[config.mk]
export PLATFORM = sky130hd
export DESIGN_NAME = ratio_clkdiv
export DESIGN_NICKNAME = d
export VERILOG_FILES = /design/src/rtl/ratio_clkdiv_pkg.sv /design/src/rtl/ratio_clkdiv_dec.sv /design/src/rtl/ratio_clkdiv_ctr.sv /design/src/rtl/ratio_clkdiv_lead.sv /design/src/rtl/ratio_clkdiv.sv
export SDC_FILE = /design/constraint.sdc
export NUM_CORES = 1
export LEC_CHECK = 0
export BUFFER_PORTS_ARGS = -buffer_cell sky130_fd_sc_hd__clkbuf_2
export CAP_MARGIN = 10
export CORE_MARGIN = 2
export CORE_UTILIZATION = 54
export DETAILED_ROUTE_END_ITERATION = 7
export PLACE_DENSITY = 0.75
export SLEW_MARGIN = 20
export SYNTH_ARGS = -nofsm -noshare
export SYNTH_HDL_FRONTEND = slang
export SYNTH_SLANG_ARGS = --single-unit
[constraint.sdc]
create_clock -name clk -period 3.05 [get_ports clk]
set_input_delay 0.7625 -clock clk [delete_from_list [all_inputs] [get_ports clk]]
set_output_delay 0.7625 -clock clk [all_outputs]
set_load 0.05 [all_outputs]
[src/rtl/ratio_clkdiv_pkg.sv]
`timescale 1ns/1ps
package ratio_clkdiv_pkg;

    // Width of the base-select field of the ratio code.
    localparam int unsigned SEL_W = 2;

    typedef enum logic {
        BASE_CPU = 1'b0,
        BASE_SRC = 1'b1
    } base_set_e;

    // Base divisor for one value of the select field.
    function automatic int unsigned base_of(base_set_e set, int unsigned sel);
        case (sel)
            0:       return 2;
            1:       return 3;
            2:       return 5;
            default: return (set == BASE_CPU) ? 15 : 7;
        endcase
    endfunction

    // Largest ratio the code space can reach, used to size the counter.
    function automatic int unsigned max_ratio(base_set_e set, int unsigned scl_w);
        int unsigned m;
        m = 0;
        for (int unsigned s = 0; s < (1 << SEL_W); s++) begin
            if (base_of(set, s) > m) m = base_of(set, s);
        end
        return m << ((1 << scl_w) - 1);
    endfunction

endpackage

[src/rtl/ratio_clkdiv_dec.sv]
`timescale 1ns/1ps
module ratio_clkdiv_dec
    import ratio_clkdiv_pkg::*;
#(
    parameter base_set_e BASE_SET = BASE_CPU,
    parameter int        SCL_W    = 2,
    parameter int        RAT_W    = 7
) (
    input  logic [SEL_W+SCL_W-1:0] code,
    output logic [RAT_W-1:0]       ratio,
    output logic [RAT_W-1:0]       half_len,
    output logic                   odd
);

    logic [RAT_W-1:0] base;
    logic [RAT_W-1:0] top_base;

    // The parameter picks the largest base of the set.
    generate
        if (BASE_SET == BASE_CPU) begin : g_cpu_set
            assign top_base = RAT_W'(base_of(BASE_CPU, 3));
        end else begin : g_src_set
            assign top_base = RAT_W'(base_of(BASE_SRC, 3));
        end
    endgenerate

    always_comb begin
        case (code[SEL_W-1:0])
            2'd0:    base = RAT_W'(2);
            2'd1:    base = RAT_W'(3);
            2'd2:    base = RAT_W'(5);
            default: base = top_base;
        endcase
        ratio    = base << code[SEL_W +: SCL_W];
        // ceil(N/2): cycles of low phase counted on rising edges
        half_len = (ratio >> 1) + RAT_W'(ratio[0]);
        odd      = ratio[0];
    end

endmodule

[src/rtl/ratio_clkdiv_ctr.sv]
`timescale 1ns/1ps
module ratio_clkdiv_ctr #(
    parameter int RAT_W  = 7,
    parameter int CODE_W = 4
) (
    input  logic              clk,
    input  logic              rst,
    input  logic [CODE_W-1:0] code_in,
    input  logic              en_in,
    input  logic [RAT_W-1:0]  ratio,
    input  logic [RAT_W-1:0]  half_len,
    output logic [CODE_W-1:0] act_code,
    output logic              act_en,
    output logic [RAT_W-1:0]  cnt,
    output logic              hi
);

    typedef struct packed {
        logic [RAT_W-1:0]  cnt;
        logic              hi;
        logic [CODE_W-1:0] code;
        logic              en;
    } ctr_st_t;

    ctr_st_t st_d, st_q;
    logic    wrap;
    logic [RAT_W-1:0] cnt_inc;

    always_comb begin
        wrap    = (st_q.cnt == ratio - 1'b1);
        cnt_inc = st_q.cnt + 1'b1;
        st_d    = st_q;
        if (rst) begin
            st_d.cnt  = '0;
            st_d.hi   = 1'b0;
            st_d.code = code_in;
            st_d.en   = en_in;
        end else if (wrap) begin
            // period boundary: new settings are captured only here
            st_d.cnt  = '0;
            st_d.hi   = 1'b0;
            st_d.code = code_in;
            st_d.en   = en_in;
        end else begin
            st_d.cnt  = cnt_inc;
            st_d.hi   = (cnt_inc >= half_len);
        end
    end

    always_ff @(posedge clk) begin
        st_q <= st_d;
    end

    assign act_code = st_q.code;
    assign act_en   = st_q.en;
    assign cnt      = st_q.cnt;
    assign hi       = st_q.hi;


    cnt_in_range_chk: assert property (@(posedge clk) disable iff (rst)
        st_q.cnt < ratio);


    code_hold_chk: assert property (@(posedge clk) disable iff (rst)
        !wrap |=> $stable(st_q.code));


    en_hold_chk: assert property (@(posedge clk) disable iff (rst)
        !wrap |=> $stable(st_q.en));


    rise_point_chk: assert property (@(posedge clk) disable iff (rst)
        $rose(st_q.hi) |-> (st_q.cnt == half_len));


    high_at_end_chk: assert property (@(posedge clk) disable iff (rst)
        wrap |-> st_q.hi);

endmodule

[src/rtl/ratio_clkdiv_lead.sv]
`timescale 1ns/1ps
module ratio_clkdiv_lead #(
    parameter int RAT_W = 7
) (
    input  logic             clk,
    input  logic             rst,
    input  logic [RAT_W-1:0] cnt,
    input  logic [RAT_W-1:0] half_len,
    input  logic             odd,
    output logic             lead
);

    logic lead_d, lead_q;

    // For odd ratios the rise moves half a cycle earlier, into the
    // last low cycle, so both phases get N half-periods.
    always_comb begin
        lead_d = !rst && odd && (cnt == half_len - 1'b1);
    end

    always_ff @(negedge clk) begin
        lead_q <= lead_d;
    end

    assign lead = lead_q;


    lead_odd_only_chk: assert property (@(negedge clk) disable iff (rst)
        lead_q |-> odd);

endmodule

[src/rtl/ratio_clkdiv.sv]
`timescale 1ns/1ps
module ratio_clkdiv
    import ratio_clkdiv_pkg::*;
#(
    parameter base_set_e BASE_SET = BASE_CPU,
    parameter int        SCL_W    = 2
) (
    input  logic                   clk,
    input  logic                   rst,
    input  logic [SEL_W+SCL_W-1:0] code_in,
    input  logic                   en_in,
    output logic                   clk_t,
    output logic                   clk_c
);

    localparam int          CODE_W = SEL_W + SCL_W;
    localparam int unsigned MAX_R  = max_ratio(BASE_SET, SCL_W);
    localparam int          RAT_W  = $clog2(MAX_R + 1);

    logic [CODE_W-1:0] act_code;
    logic              act_en;
    logic [RAT_W-1:0]  ratio;
    logic [RAT_W-1:0]  half_len;
    logic              odd;
    logic [RAT_W-1:0]  cnt;
    logic              hi;
    logic              lead;
    logic              phase;

    ratio_clkdiv_dec #(
        .BASE_SET (BASE_SET),
        .SCL_W    (SCL_W),
        .RAT_W    (RAT_W)
    ) u_dec (
        .code     (act_code),
        .ratio    (ratio),
        .half_len (half_len),
        .odd      (odd)
    );

    ratio_clkdiv_ctr #(
        .RAT_W    (RAT_W),
        .CODE_W   (CODE_W)
    ) u_ctr (
        .clk      (clk),
        .rst      (rst),
        .code_in  (code_in),
        .en_in    (en_in),
        .ratio    (ratio),
        .half_len (half_len),
        .act_code (act_code),
        .act_en   (act_en),
        .cnt      (cnt),
        .hi       (hi)
    );

    ratio_clkdiv_lead #(
        .RAT_W    (RAT_W)
    ) u_lead (
        .clk      (clk),
        .rst      (rst),
        .cnt      (cnt),
        .half_len (half_len),
        .odd      (odd),
        .lead     (lead)
    );

    assign phase = hi | lead;
    assign clk_t = act_en & phase;
    assign clk_c = act_en & ~phase;


    en_flip_low_chk: assert property (@(posedge clk) disable iff (rst)
        (act_en != $past(act_en)) |-> !hi);


    parked_low_chk: assert property (@(posedge clk) disable iff (rst)
        !act_en |-> (!clk_t && !clk_c));

endmodule

# ---- Yosys cells after proc, flatten, opt, wreduce, memory -nomap -nowiden
# Cells that the tools add are included.
dict set report totals {
  regBits 14
  latch_bits 0
  ram_bits 0
  rom_bits 0
  in_bits 7
  out_inout_bits 2
  wordCells 28
  n_memories 0
}
dict set report op_classes {
  addsub 4
  multipliers 0
  div 0
  magnitude_cmp 1
  eq_ne 4
  n_shift 1
  n_mux 3
  bitwise 4
  n_reduce_logical 6
}
# cell n
set ops {}
lappend ops {{7-bit equality test} 2}
lappend ops {{7-bit by 1-bit subtractor with 7-bit output, second input constant} 2}
lappend ops {{4-bit case mux with 3 select lines} 1}
lappend ops {{5-bit two-way mux} 2}
lappend ops {{6-bit by 1-bit adder with 7-bit output} 1}
lappend ops {{7-bit by 1-bit adder with 7-bit output, second input constant} 1}
lappend ops {{7-bit greater-or-equal comparator} 1}
lappend ops {{4-bit by 2-bit << shifter with 7-bit output} 1}
lappend ops {{1-bit bitwise AND} 2}
lappend ops {{2-bit by 1-bit equality test with 1-bit output, second input constant} 1}
lappend ops {{2-bit equality test, second input constant} 1}
lappend ops {{1-bit logical AND} 2}
lappend ops {{2-bit logical NOT} 1}
lappend ops {{2-bit nonzero test} 1}
lappend ops {{2-bit OR reduction} 1}
lappend ops {{1-bit logical NOT} 1}
lappend ops {{1-bit NOT} 1}
lappend ops {{1-bit bitwise OR} 1}

# ---- Logic depth before layout (Yosys ltp)
# Gate-level depths: netlist of run 1.
dict set report depth {
  word_depth 7
  mapped_depth 16
  ltp_nobuf 15
}

# ---- Modules after synthesis
# A second synthesis of run 1 with hierarchy kept.
dict set report hier_totals {
  cells_unflattened 187
  area_unflattened_um2 1569.0
}
# mod instances cells_each area_each_um2 seq_area_each_um2
set modules_own_cells {}
lappend modules_own_cells {ratio_clkdiv_ctr 1 97 904.6 310.3}
lappend modules_own_cells {ratio_clkdiv_lead 1 41 329.1 20.0}
lappend modules_own_cells {ratio_clkdiv_dec 1 47 315.3 0.0}
lappend modules_own_cells {ratio_clkdiv 1 2 20.0 0.0}

==> results.yml, run 1 <==
synth:
  async_reset_ff_frac: 0
  main_combinational_cell_family_by_area_after_synthesis: "simple AND/OR/NAND/NOR gates"
  synthesis.nets: 171
  synth_enable_flop_cells: 5
  synth.lib_cells_used.distinct: 44
  mappedNetlistArea_sq_um: 1260
  synthAdderAreaFrac: 0.0990
  xor_xnor_share_of_the_synthesized_area: 0.132
  post_syn_area_per_cell_sq_um: 8.21
  synth-seq-cells: 14
  synth-warning-count: 0
  syn-instance-count: 154
  synth_top_cell_by_area: "sky130_fd_sc_hd__dfxtp_1"
  synth_mux_area_frac: 0.0158
  synth_ff_type: "sky130_fd_sc_hd__dfxtp_1"
  synth_simple_gate_area_frac: 0.235
  synth-seq-area-share: 0.261
  yosys.area.top_type_share: 0.143
  synth_top_cells_by_area: "sky130_fd_sc_hd__dfxtp_1 (14%), sky130_fd_sc_hd__edfxtp_1 (12%), sky130_fd_sc_hd__ha_1 (9.9%), sky130_fd_sc_hd__xnor2_1 (8.3%), sky130_fd_sc_hd__xor2_1 (4.9%)"
  synth_compound_gate_area_share: 0.199
  synth_top_cells_by_count: "sky130_fd_sc_hd__nor2_1 (12), sky130_fd_sc_hd__xnor2_1 (12), sky130_fd_sc_hd__ha_1 (10), sky130_fd_sc_hd__nand2_1 (10)"
timing:
  worst_margin_pin_slew_ps: 373
  unrepaired_setup_endpoints_after_global_routing: "yes"
  report.final.setup_viol: 3
  finalMaxSlewViolations: 0
  timing_hold_violations_final: 0
  setup_slack_ps: -1220
  hold_slack_ps: 603
  relSlewSlack: 0.751
  setup_tns_ps: -1890
  timing.clock.skew_ps: 56.6
outcome:
  outcome: "finished, violations left"
  violations_in_the_final_reports: "setup timing"
placement:
  routabilityCongestion: 0.843
  portBuffers: 8
  detailed_place_hpwl_mm: 2.86
die:
  dieArea_sq_um: 2740
  start_util: 0.571
  design.portCount: 9
  floorplan_core_area_sq_um: 2210
  cell_row_count: 17
  die_h_microns: 52.4
  fp.dieW_microns: 52.4
setup_path:
  regToRegSetupSlack_ps: -1220
  critPathMaxFanout: 4
  critical_path_required_ps: 1810
  reg2reg_from: "u_ctr.act_code[2]"
  start_kind: "register"
  reg2reg_to: "u_lead.lead"
  cp.arrival_ps: 3030
  crit_start: "u_ctr.act_code[2]"
  critical_path.endpoint: "u_lead.lead"
  path_class: "register to register"
  worstRegToRegCells: 10
  worst_setup_path_end_kind: "register"
global_route:
  antenna_found_initial: 0
  maximum_number_of_pins_on_one_net_before_global_route_repair: 16
  grt.overflow.total: 0
  grtUsageTotal: 0.319
  grt_pass1_wl_mm: 6.26
  first_global_vias: 1380
finish:
  sequential_cell_area_sq_um: 330
  fraction_of_layout_cells_with_a_size_suffix_above_1: 0.379
  fill_cells: 142
  multiInputGateArea_sq_um: 972
  area_growth_syn_to_layout_pct: 42.0
  finish.net_count: 221
  antenna_cells: 0
cts:
  clk_transition_reported_paths_ps: 80
  numClockSinks: 14
  clock_tree_from_tritoncts: "done"
  clock_tree.buffer_depth: 2
  ctsHoldBuffers: 0
  insertion_delay_ps: 340
  cts-buffers-inserted: 3
  cts-root-buf: "sky130_fd_sc_hd__clkbuf_4"
  htree_levels: 1
power_and_ir_drop:
  p_leak_nw: 0.777
  report.power.total_w: 0.000611
  power.density_cell_area_nw_per_um2: 341
  ir_worst_vdd_uv: 337
drt:
  drt_drc_violations_left: 0
  detail_route.iter0.violations: 66
  num_vias: 1402
  detailedRoute.firstPassIterationCount: 4
  final_wl_mm: 4.07
  avgViaCountPerCell: 6.07
  count_of_nets_left_with_antenna_violations_after_detail_routing: 0
  routed_wire_length_per_instance_microns: 17.6
hold_path:
  holdCritPathClass: "register to register"
job:
  maxCapViolations: 0
==> registers in the layout (all words and copies together) (netlist names) <==
| register | flops |
|---|---|
| u_ctr.hi | 1 |
| u_ctr.act_code | 4 |
| u_ctr.cnt | 7 |
| u_lead.lead | 1 |
| u_ctr.act_en | 1 |
==> kinds of logic after synthesis <==
family / after synthesis
multiplexers: 2
AND/OR/NAND/NOR: 57
buffers and inverters: 17
flip-flops: 14
adder cells (fa/ha/maj): 10
AO/OA/AOI/OAI: 35
XOR/XNOR: 19
==> cell type report <==
| type | instances | area share |
|---|---|---|
| multi-input cells | 123 | 0.542 |
| repair buffers | 53 | 0.220 |
| flip-flops and latches | 14 | 0.184 |
| well taps | 28 | 0.0195 |
| inverters | 8 | 0.0181 |
| clock buffers | 3 | 0.0126 |
| clock inverters | 2 | 0.00418 |
==> cell usage in the layout, fill, tap and decap left out, types with 4 or more instances in the layout <==
| master | count |
|---|---|
| sky130_fd_sc_hd__a21oi_1 | 5 |
| sky130_fd_sc_hd__and2_1 | 7 |
| sky130_fd_sc_hd__buf_4 | 44 |
| sky130_fd_sc_hd__clkbuf_2 | 6 |
| sky130_fd_sc_hd__clkbuf_4 | 4 |
| sky130_fd_sc_hd__dfxtp_1 | 9 |
| sky130_fd_sc_hd__edfxtp_1 | 5 |
| sky130_fd_sc_hd__ha_1 | 7 |
| sky130_fd_sc_hd__inv_1 | 4 |
| sky130_fd_sc_hd__inv_2 | 4 |
| sky130_fd_sc_hd__nand2_1 | 9 |
| sky130_fd_sc_hd__nand3_1 | 5 |
| sky130_fd_sc_hd__nor2_1 | 12 |
| sky130_fd_sc_hd__o211ai_1 | 4 |
| sky130_fd_sc_hd__o21ai_0 | 4 |
| sky130_fd_sc_hd__xnor2_1 | 11 |
| sky130_fd_sc_hd__xor2_1 | 7 |
==> worst max-delay path: stages (launching register included) <==
cell and delay (ps):
sky130_fd_sc_hd__edfxtp_1 460, sky130_fd_sc_hd__buf_4 170, sky130_fd_sc_hd__or3_4 360, sky130_fd_sc_hd__inv_4 80
sky130_fd_sc_hd__ha_4 170, sky130_fd_sc_hd__nand2_2 60, sky130_fd_sc_hd__mux2i_1 150, sky130_fd_sc_hd__a2111o_1 450
sky130_fd_sc_hd__or3_1 340, sky130_fd_sc_hd__a311oi_2 280, sky130_fd_sc_hd__o221a_1 210
==> how the worst min path moves through the flow <==
stage	startpoint	end	slack [ps]	depth (start not counted)
2_1_floorplan	u_ctr.cnt[0]	u_ctr.cnt[0]	470	1
3_3_place_gp	u_ctr.cnt[0]	u_ctr.cnt[0]	590	2
3_5_place_dp	u_ctr.cnt[0]	u_ctr.cnt[0]	590	2
4_1_cts	u_ctr.cnt[0]	u_ctr.cnt[0]	600	2
5_1_grt	u_ctr.cnt[0]	u_ctr.cnt[0]	640	2
6_report	u_ctr.cnt[0]	u_ctr.cnt[0]	600	2
==> where the power goes <==
part           switching [W]  internal, W  total, W
logic               0.000141     0.000138  0.000279
registers          0.0000117     0.000205  0.000216
clock network      0.0000671    0.0000493  0.000116
==> stage by stage <==
| stage | area [sq um] | util | worst slack [ps] | cells |
|---|---|---|---|---|
| floorplan | 1350 | - | -1070 | 154 |
| global placement | 1640 | 0.741 | -1020 | 218 |
| detailed placement | 1640 | 0.741 | -1140 | 218 |
| CTS | 1750 | 0.791 | -1100 | 228 |
| global route | 1790 | 0.811 | -1280 | 231 |
| finish | 1790 | 0.811 | -1220 | 231 |
==> per-layer routing <==
layer,part of all wire,track usage
met1,0.38,0.336
met2,0.52,0.596
met3,0.052,0.0571
met4,0.049,0.158
met5,0,0
==> repair_timing <==
item,in CTS,in global routing
cloned,0,0
gates resized for setup,8,6
buffers inserted,6,3
setup endpoints to repair,8,10
pin swaps,8,2
No activity file was read; power rests on OpenSTA's default activity.
==> run 2: changes to the inputs <==
REMOVE_ABC_BUFFERS = 1   (was default)
==> run 2 against run 1 <==
Compared with the run above:
- the run still ends with setup timing left
- clock skew hardly changed
- clock power is 3% lower
- largest cell class unchanged
- flip-flop and latch count stayed put
- final cell count is 5.2% lower
- count of clock-buffer cells in the layout is 1 higher
- die area stayed put
- combinational power is 6% lower
- non-clock buffer count is 12 lower
- global-route usage is 1.7 points lower
- core utilization is 3.5 points lower
- setup slack better by 58 ps
==> results.yml, run 2 (synthesis gave the netlist of run 1 again) <==
power_and_ir_drop:
  power_frac_seq: 0.368
  p_leak_nw: 0.728
  internal_power_summed_over_all_cells_w: 0.000386
  power.density_cell_area_nw_per_um2: 345
  total_net_switching_power_w: 0.000207
  power.share.switching: 0.349
  power.combinational.fraction: 0.442
  ir_worst_vdd_uv: 294
  p_clk_frac: 0.190
setup_path:
  start_kind: "register"
  cpMaxStageDelayCell: "sky130_fd_sc_hd__edfxtp_1"
  worst_path_largest_cell_delay_ps: 450
  critical_path_required_ps: 1790
  critPathMaxFanout: 3
  cp.arrival_ps: 2950
  cpLargestDelayFamily: "compound AO/OA/AOI/OAI gates"
  cp_cell_sequence: "xnor2_2 -> nor2_1 -> or2_4 -> inv_2 -> ha_4 -> nand2_4 -> mux2i_4 -> a2111o_1 -> or3_4 -> a311oi_2 -> o221a_1"
  critical_path.n_buffers_inverters: 1
  worst_setup_path_end_kind: "register"
  path_class: "register to register"
cts:
  clock_tree.buffer_depth: 2
  cts-buffers-inserted: 3
  insertion_delay_ps: 330
  clk_transition_reported_paths_ps: 80
  htree_levels: 1
  ctsHoldBuffers: 0
  cts-root-buf: "sky130_fd_sc_hd__clkbuf_4"
  clock_tree_from_tritoncts: "done"
  numClockSinks: 14
placement:
  portBuffers: 8
  place_ws_ps: -1330
  numPlacedInstances: 212
  post_dp_cell_area_sq_um: 1520
  detailed_place_hpwl_mm: 2.62
  routabilityCongestion: 0.947
die:
  die_h_microns: 52.4
  floorplan_core_area_sq_um: 2210
  start_util: 0.571
  cell_row_count: 17
  fp.dieW_microns: 52.4
  dieArea_sq_um: 2740
  design.portCount: 9
drt:
  avgViaCountPerCell: 5.98
  detail_route.iter0.violations: 43
  drt_drc_violations_left: 0
  num_vias: 1309
  count_of_nets_left_with_antenna_violations_after_detail_routing: 0
  final_wl_mm: 3.57
  routed_wire_length_per_instance_microns: 16.3
  detailedRoute.firstPassIterationCount: 4
timing:
  unrepaired_setup_endpoints_after_global_routing: "yes"
  timing.clock.skew_ps: 56.4
  timing_hold_violations_final: 0
  relSlewSlack: 0.710
  setup_slack_ps: -1160
  report.final.setup_viol: 3
  worst_margin_pin_slew_ps: 432
  finalMaxSlewViolations: 0
finish:
  final_core_util: 0.777
  finish.net_count: 209
  area_growth_syn_to_layout_pct: 35.9
  fraction_of_layout_cells_with_a_size_suffix_above_1: 0.330
  largest_reg_flops: 7
  finish.instance_area_sq_um: 1720
  mostFrequentLayoutCell: "sky130_fd_sc_hd__buf_4"
  most_frequent_cells_in_the_layout: "sky130_fd_sc_hd__buf_4 (32), sky130_fd_sc_hd__nor2_1 (12), sky130_fd_sc_hd__xnor2_1 (11)"
  finish.cell_count_without_fillers: 219
  antenna_cells: 0
job:
  maxCapViolations: 0
hold_path:
  holdCritPathClass: "register to register"
global_route:
  antenna_found_initial: 0
  first_global_vias: 1302
  grt.overflow.total: 0
  maximum_number_of_pins_on_one_net_before_global_route_repair: 18
  grt_pass1_wl_mm: 6.05
  grtUsageTotal: 0.302
outcome:
  outcome: "finished, violations left"
  violations_in_the_final_reports: "setup timing"
## run 2: metrics by stage
stage	power, W	hold WS (ps)	setup TNS [ps]
after floorplan	0.000361	467	-2120
after global placement	0.000434	497	-1180
after detailed placement	0.000447	509	-1370
after CTS	0.000578	529	-1630
after global routing	0.000628	576	-1930
final	0.000593	525	-1660
## run 2: metal layers
metal,part of all wire,vias to the layer above,global-route usage
met5,0,-,0
met2,0.52,46,0.548
li1,-,638,-
met3,0.060,14,0.0743
met1,0.39,611,0.343
met4,0.025,0,0.0940
## run 2: power by group through the flow
stage,Clock (W),Combinational [W],Sequential [W]
after CTS,0.000114,0.000246,0.000218
after global routing,0.000124,0.000284,0.000220
final,0.000112,0.000262,0.000218
after global placement,0.00000410,0.000210,0.000220
after detailed placement,0.00000410,0.000221,0.000221
after floorplan,0.00000410,0.000131,0.000226
## run 2: final timing paths
path                startpoint           end  slack (ps)  cells after the start
min reg2reg       u_ctr.cnt[0]  u_ctr.cnt[0]         520                      1
min               u_ctr.cnt[0]  u_ctr.cnt[0]         520                      1
max reg2reg  u_ctr.act_code[2]   u_lead.lead       -1160                     11
max          u_ctr.act_code[2]   u_lead.lead       -1160                     11
## run 2: timing repair
action,CTS,global route
gates resized for setup,24,7
setup buffers,1,2
setup endpoints to repair,3,9
pin swaps,9,5
## run 2: layout make-up
cell class	count	area, sq um
Clock inverter	1	3.75
Inverter	8	30.0
Clock buffer	4	26.3
Multi-Input combinational cell	123	982
Tap cell	28	35.0
Fill cell	149	494
Sequential cell	14	330
Timing Repair Buffer	41	310
==> run 3: changes to the inputs <==
ABC_AREA = 1   (was default)
SKIP_LAST_GASP = 1   (was default)
==> run 3 against run 2 <==
Compared with the run above:
- the flow still finishes with violations (setup timing)
- core utilization decreased by 2.8 points
- area after synthesis up 14%
- synthesized cell count grew 36%
- total power grew 8.4%
- setup slack gained 370 ps
- first-iteration DRC count grew 120%
- global-route usage decreased by 4.0 points
==> results.yml, run 3 <==
finish:
  final_core_util: 0.748
  fraction_of_layout_cells_with_a_size_suffix_above_1: 0.388
  multiInputGateArea_sq_um: 993
  finish.net_count: 273
  largest_reg_flops: 7
  fill_cells: 177
  antenna_cells: 0
  mostFrequentLayoutCell: "sky130_fd_sc_hd__nand2_1"
  sequential_cell_area_sq_um: 330
  area_growth_syn_to_layout_pct: 30.1
  most_frequent_cells_in_the_layout: "sky130_fd_sc_hd__nand2_1 (43), sky130_fd_sc_hd__buf_4 (37), sky130_fd_sc_hd__inv_1 (34)"
outcome:
  outcome: "finished, violations left"
  violations_in_the_final_reports: "setup timing"
synth:
  synth-warning-count: 0
  post-synth-top-count-cell: "sky130_fd_sc_hd__nand2_1"
  synth-seq-cells: 14
  synth_enable_flop_cells: 5
  synth_top_cell_by_area: "sky130_fd_sc_hd__dfxtp_1"
  mappedNetlistArea_sq_um: 1440
  synth_ff_type: "sky130_fd_sc_hd__dfxtp_1"
  synth_top_cells_by_count: "sky130_fd_sc_hd__nand2_1 (43), sky130_fd_sc_hd__inv_1 (36), sky130_fd_sc_hd__nand3_1 (20)"
  synth.lib_cells_used.distinct: 28
  yosys.area.top_type_share: 0.125
  async_reset_ff_frac: 0
  synth_top_cells_by_area: "sky130_fd_sc_hd__dfxtp_1 (13%), sky130_fd_sc_hd__nand2_1 (11%), sky130_fd_sc_hd__edfxtp_1 (10%), sky130_fd_sc_hd__inv_1 (9.4%), sky130_fd_sc_hd__ha_1 (8.7%)"
  syn-instance-count: 209
  post_syn_area_per_cell_sq_um: 6.88
  synth-seq-area-share: 0.230
cts:
  clock_tree_from_tritoncts: "done"
  htree_levels: 1
  cts-root-buf: "sky130_fd_sc_hd__clkbuf_4"
  insertion_delay_ps: 330
  clock_tree.buffer_depth: 2
  cts-buffers-inserted: 3
  numClockSinks: 14
  clk_transition_reported_paths_ps: 80
  ctsHoldBuffers: 0
hold_path:
  whs_path_depth: 2
  holdCritPathClass: "register to register"
  hold_path_startpoint: "u_ctr.cnt[0]"
  hold_path_end: "u_ctr.cnt[0]"
drt:
  detailedRoute.firstPassIterationCount: 4
  num_vias: 1495
  routed_wire_length_per_instance_microns: 13.0
  drt_drc_violations_left: 0
  detail_route.iter0.violations: 96
  count_of_nets_left_with_antenna_violations_after_detail_routing: 0
  final_wl_mm: 3.70
  avgViaCountPerCell: 5.25
die:
  die_h_microns: 55.6
  dieArea_sq_um: 3090
  floorplan_core_area_sq_um: 2500
  fp.dieW_microns: 55.6
  design.portCount: 9
  start_util: 0.575
  cell_row_count: 18
timing:
  setup_slack_ps: -794
  worst_margin_pin_slew_ps: 279
  unrepaired_setup_endpoints_after_global_routing: "yes"
  finalMaxSlewViolations: 0
  timing_hold_violations_final: 0
  report.final.setup_viol: 3
  timing.clock.skew_ps: 54.6
  relSlewSlack: 0.813
setup_path:
  reg2reg_from: "u_ctr.act_code[0]"
  path_class: "register to register"
  timing.critical_path.mode_cell: "sky130_fd_sc_hd__nand3_1"
  worst_path_largest_cell_delay_ps: 460
  cp.arrival_ps: 2590
  critPathMaxFanout: 4
  crit_start: "u_ctr.act_code[0]"
  cpMaxStageDelayCell: "sky130_fd_sc_hd__edfxtp_1"
  regToRegSetupSlack_ps: -790
  worstRegToRegCells: 14
  start_kind: "register"
  reg2reg_to: "u_lead.lead"
  cp_cell_sequence: "inv_2 -> nand3_1 -> nand2_1 -> nor2_2 -> ha_2 -> ha_4 -> inv_2 -> ha_4 -> o211ai_1 -> a211oi_2 -> nand3_1 -> nor2_2 -> nand3_1 -> nor2_1"
  critical_path_required_ps: 1790
  worst_setup_path_end_kind: "register"
power_and_ir_drop:
  ir_worst_vdd_uv: 336
  p_leak_nw: 0.924
  power.density_cell_area_nw_per_um2: 343
global_route:
  met2_usage: 0.473
  met1_usage: 0.314
  grtUsageTotal: 0.262
  grt_busiest_layer: "met2"
  global_route.usage.met3: 0.0256
  maximum_number_of_pins_on_one_net_before_global_route_repair: 14
  grt_pass1_wl_mm: 6.49
  antenna_found_initial: 0
  first_global_vias: 1549
  grt.overflow.total: 0
placement:
  routabilityCongestion: 0.883
  detailed_place_hpwl_mm: 2.76
  portBuffers: 8
  place_ws_ps: -882
job:
  maxCapViolations: 0
run 3: cell types whose count changed after synthesis, moves of 5 or more:
cell and change:
sky130_fd_sc_hd__xnor2_1 -12, sky130_fd_sc_hd__nor2_2 +11, sky130_fd_sc_hd__nand2_2 +11, sky130_fd_sc_hd__nand3_1 +15
sky130_fd_sc_hd__nor2_1 +5, sky130_fd_sc_hd__buf_2 -5, sky130_fd_sc_hd__and2_1 -7, sky130_fd_sc_hd__inv_1 +27
sky130_fd_sc_hd__nand2_1 +33
run 3: where the power goes:
group / internal, W / switching, W
logic: 0.000137 / 0.000173
clock network: 0.0000523 / 0.0000611
registers: 0.000205 / 0.0000130
run 3: worst max path at each step:
stage / slack [ps] / cells after the start / to
final: -790 / 14 / u_lead.lead
after global routing: -940 / 16 / u_lead.lead
after CTS: -660 / 14 / u_lead.lead
after detailed placement: -880 / 12 / u_lead.lead
after global placement: -760 / 14 / u_lead.lead
after floorplan: -790 / 14 / u_lead.lead
run 3: worst max-delay path: cells and delay by family (launching register included):
kind	cells	cell delay [ps]
adder cells (fa/ha/maj)	3	760
AO/OA/AOI/OAI	2	270
AND/OR/NAND/NOR	7	670
flip-flops	1	460
buffers and inverters	2	140
run 3: final cells by class:
| cell class | count | share of cell area |
|---|---|---|
| clock inverter | 1 | 0.00201 |
| multi-input combinational | 152 | 0.531 |
| timing repair buffer | 45 | 0.178 |
| inverter | 39 | 0.0783 |
| clock buffer | 4 | 0.0140 |
| tap | 30 | 0.0201 |
| sequential | 14 | 0.177 |
run 3: metrics by stage:
step | area, sq um | power [W] | TNS, ps | instances | hold slack [ps]
after floorplan | 1420 | 0.000401 | -1650 | 206 | 465
after global placement | 1740 | 0.000484 | -758 | 277 | 539
after detailed placement | 1740 | 0.000499 | -899 | 277 | 538
after CTS | 1850 | 0.000628 | -1150 | 285 | 551
after global routing | 1870 | 0.000691 | -1530 | 285 | 579
final | 1870 | 0.000642 | -1320 | 285 | 550
run 3: what timing repair did:
item                                    CTS  global route
gates resized for setup                  11             5
pin swaps                                10             2
setup buffers                             4             0
endpoints found under the hold margin     0             0
endpoints found under the setup margin    3             3
run 3: kinds of logic (layout without fill, tap and decap cells):
kind of cell / after synthesis / in the layout / synth area share
AOI/OAI and AO/OA: 15 / 15 / 0.0696
xor gates and xnor gates: 13 / 13 / 0.0896
adders and majority gates: 10 / 10 / 0.0870
buffers and inverters: 43 / 89 / 0.120
DFF: 14 / 14 / 0.230
and+or+nand+nor: 114 / 114 / 0.404
run 3: routing by layer:
metal / vias up / share of wire
met5: - / 0
met4: 0 / 0.024
met3: 12 / 0.060
li1: 741 / -
met1: 674 / 0.41
met2: 68 / 0.50
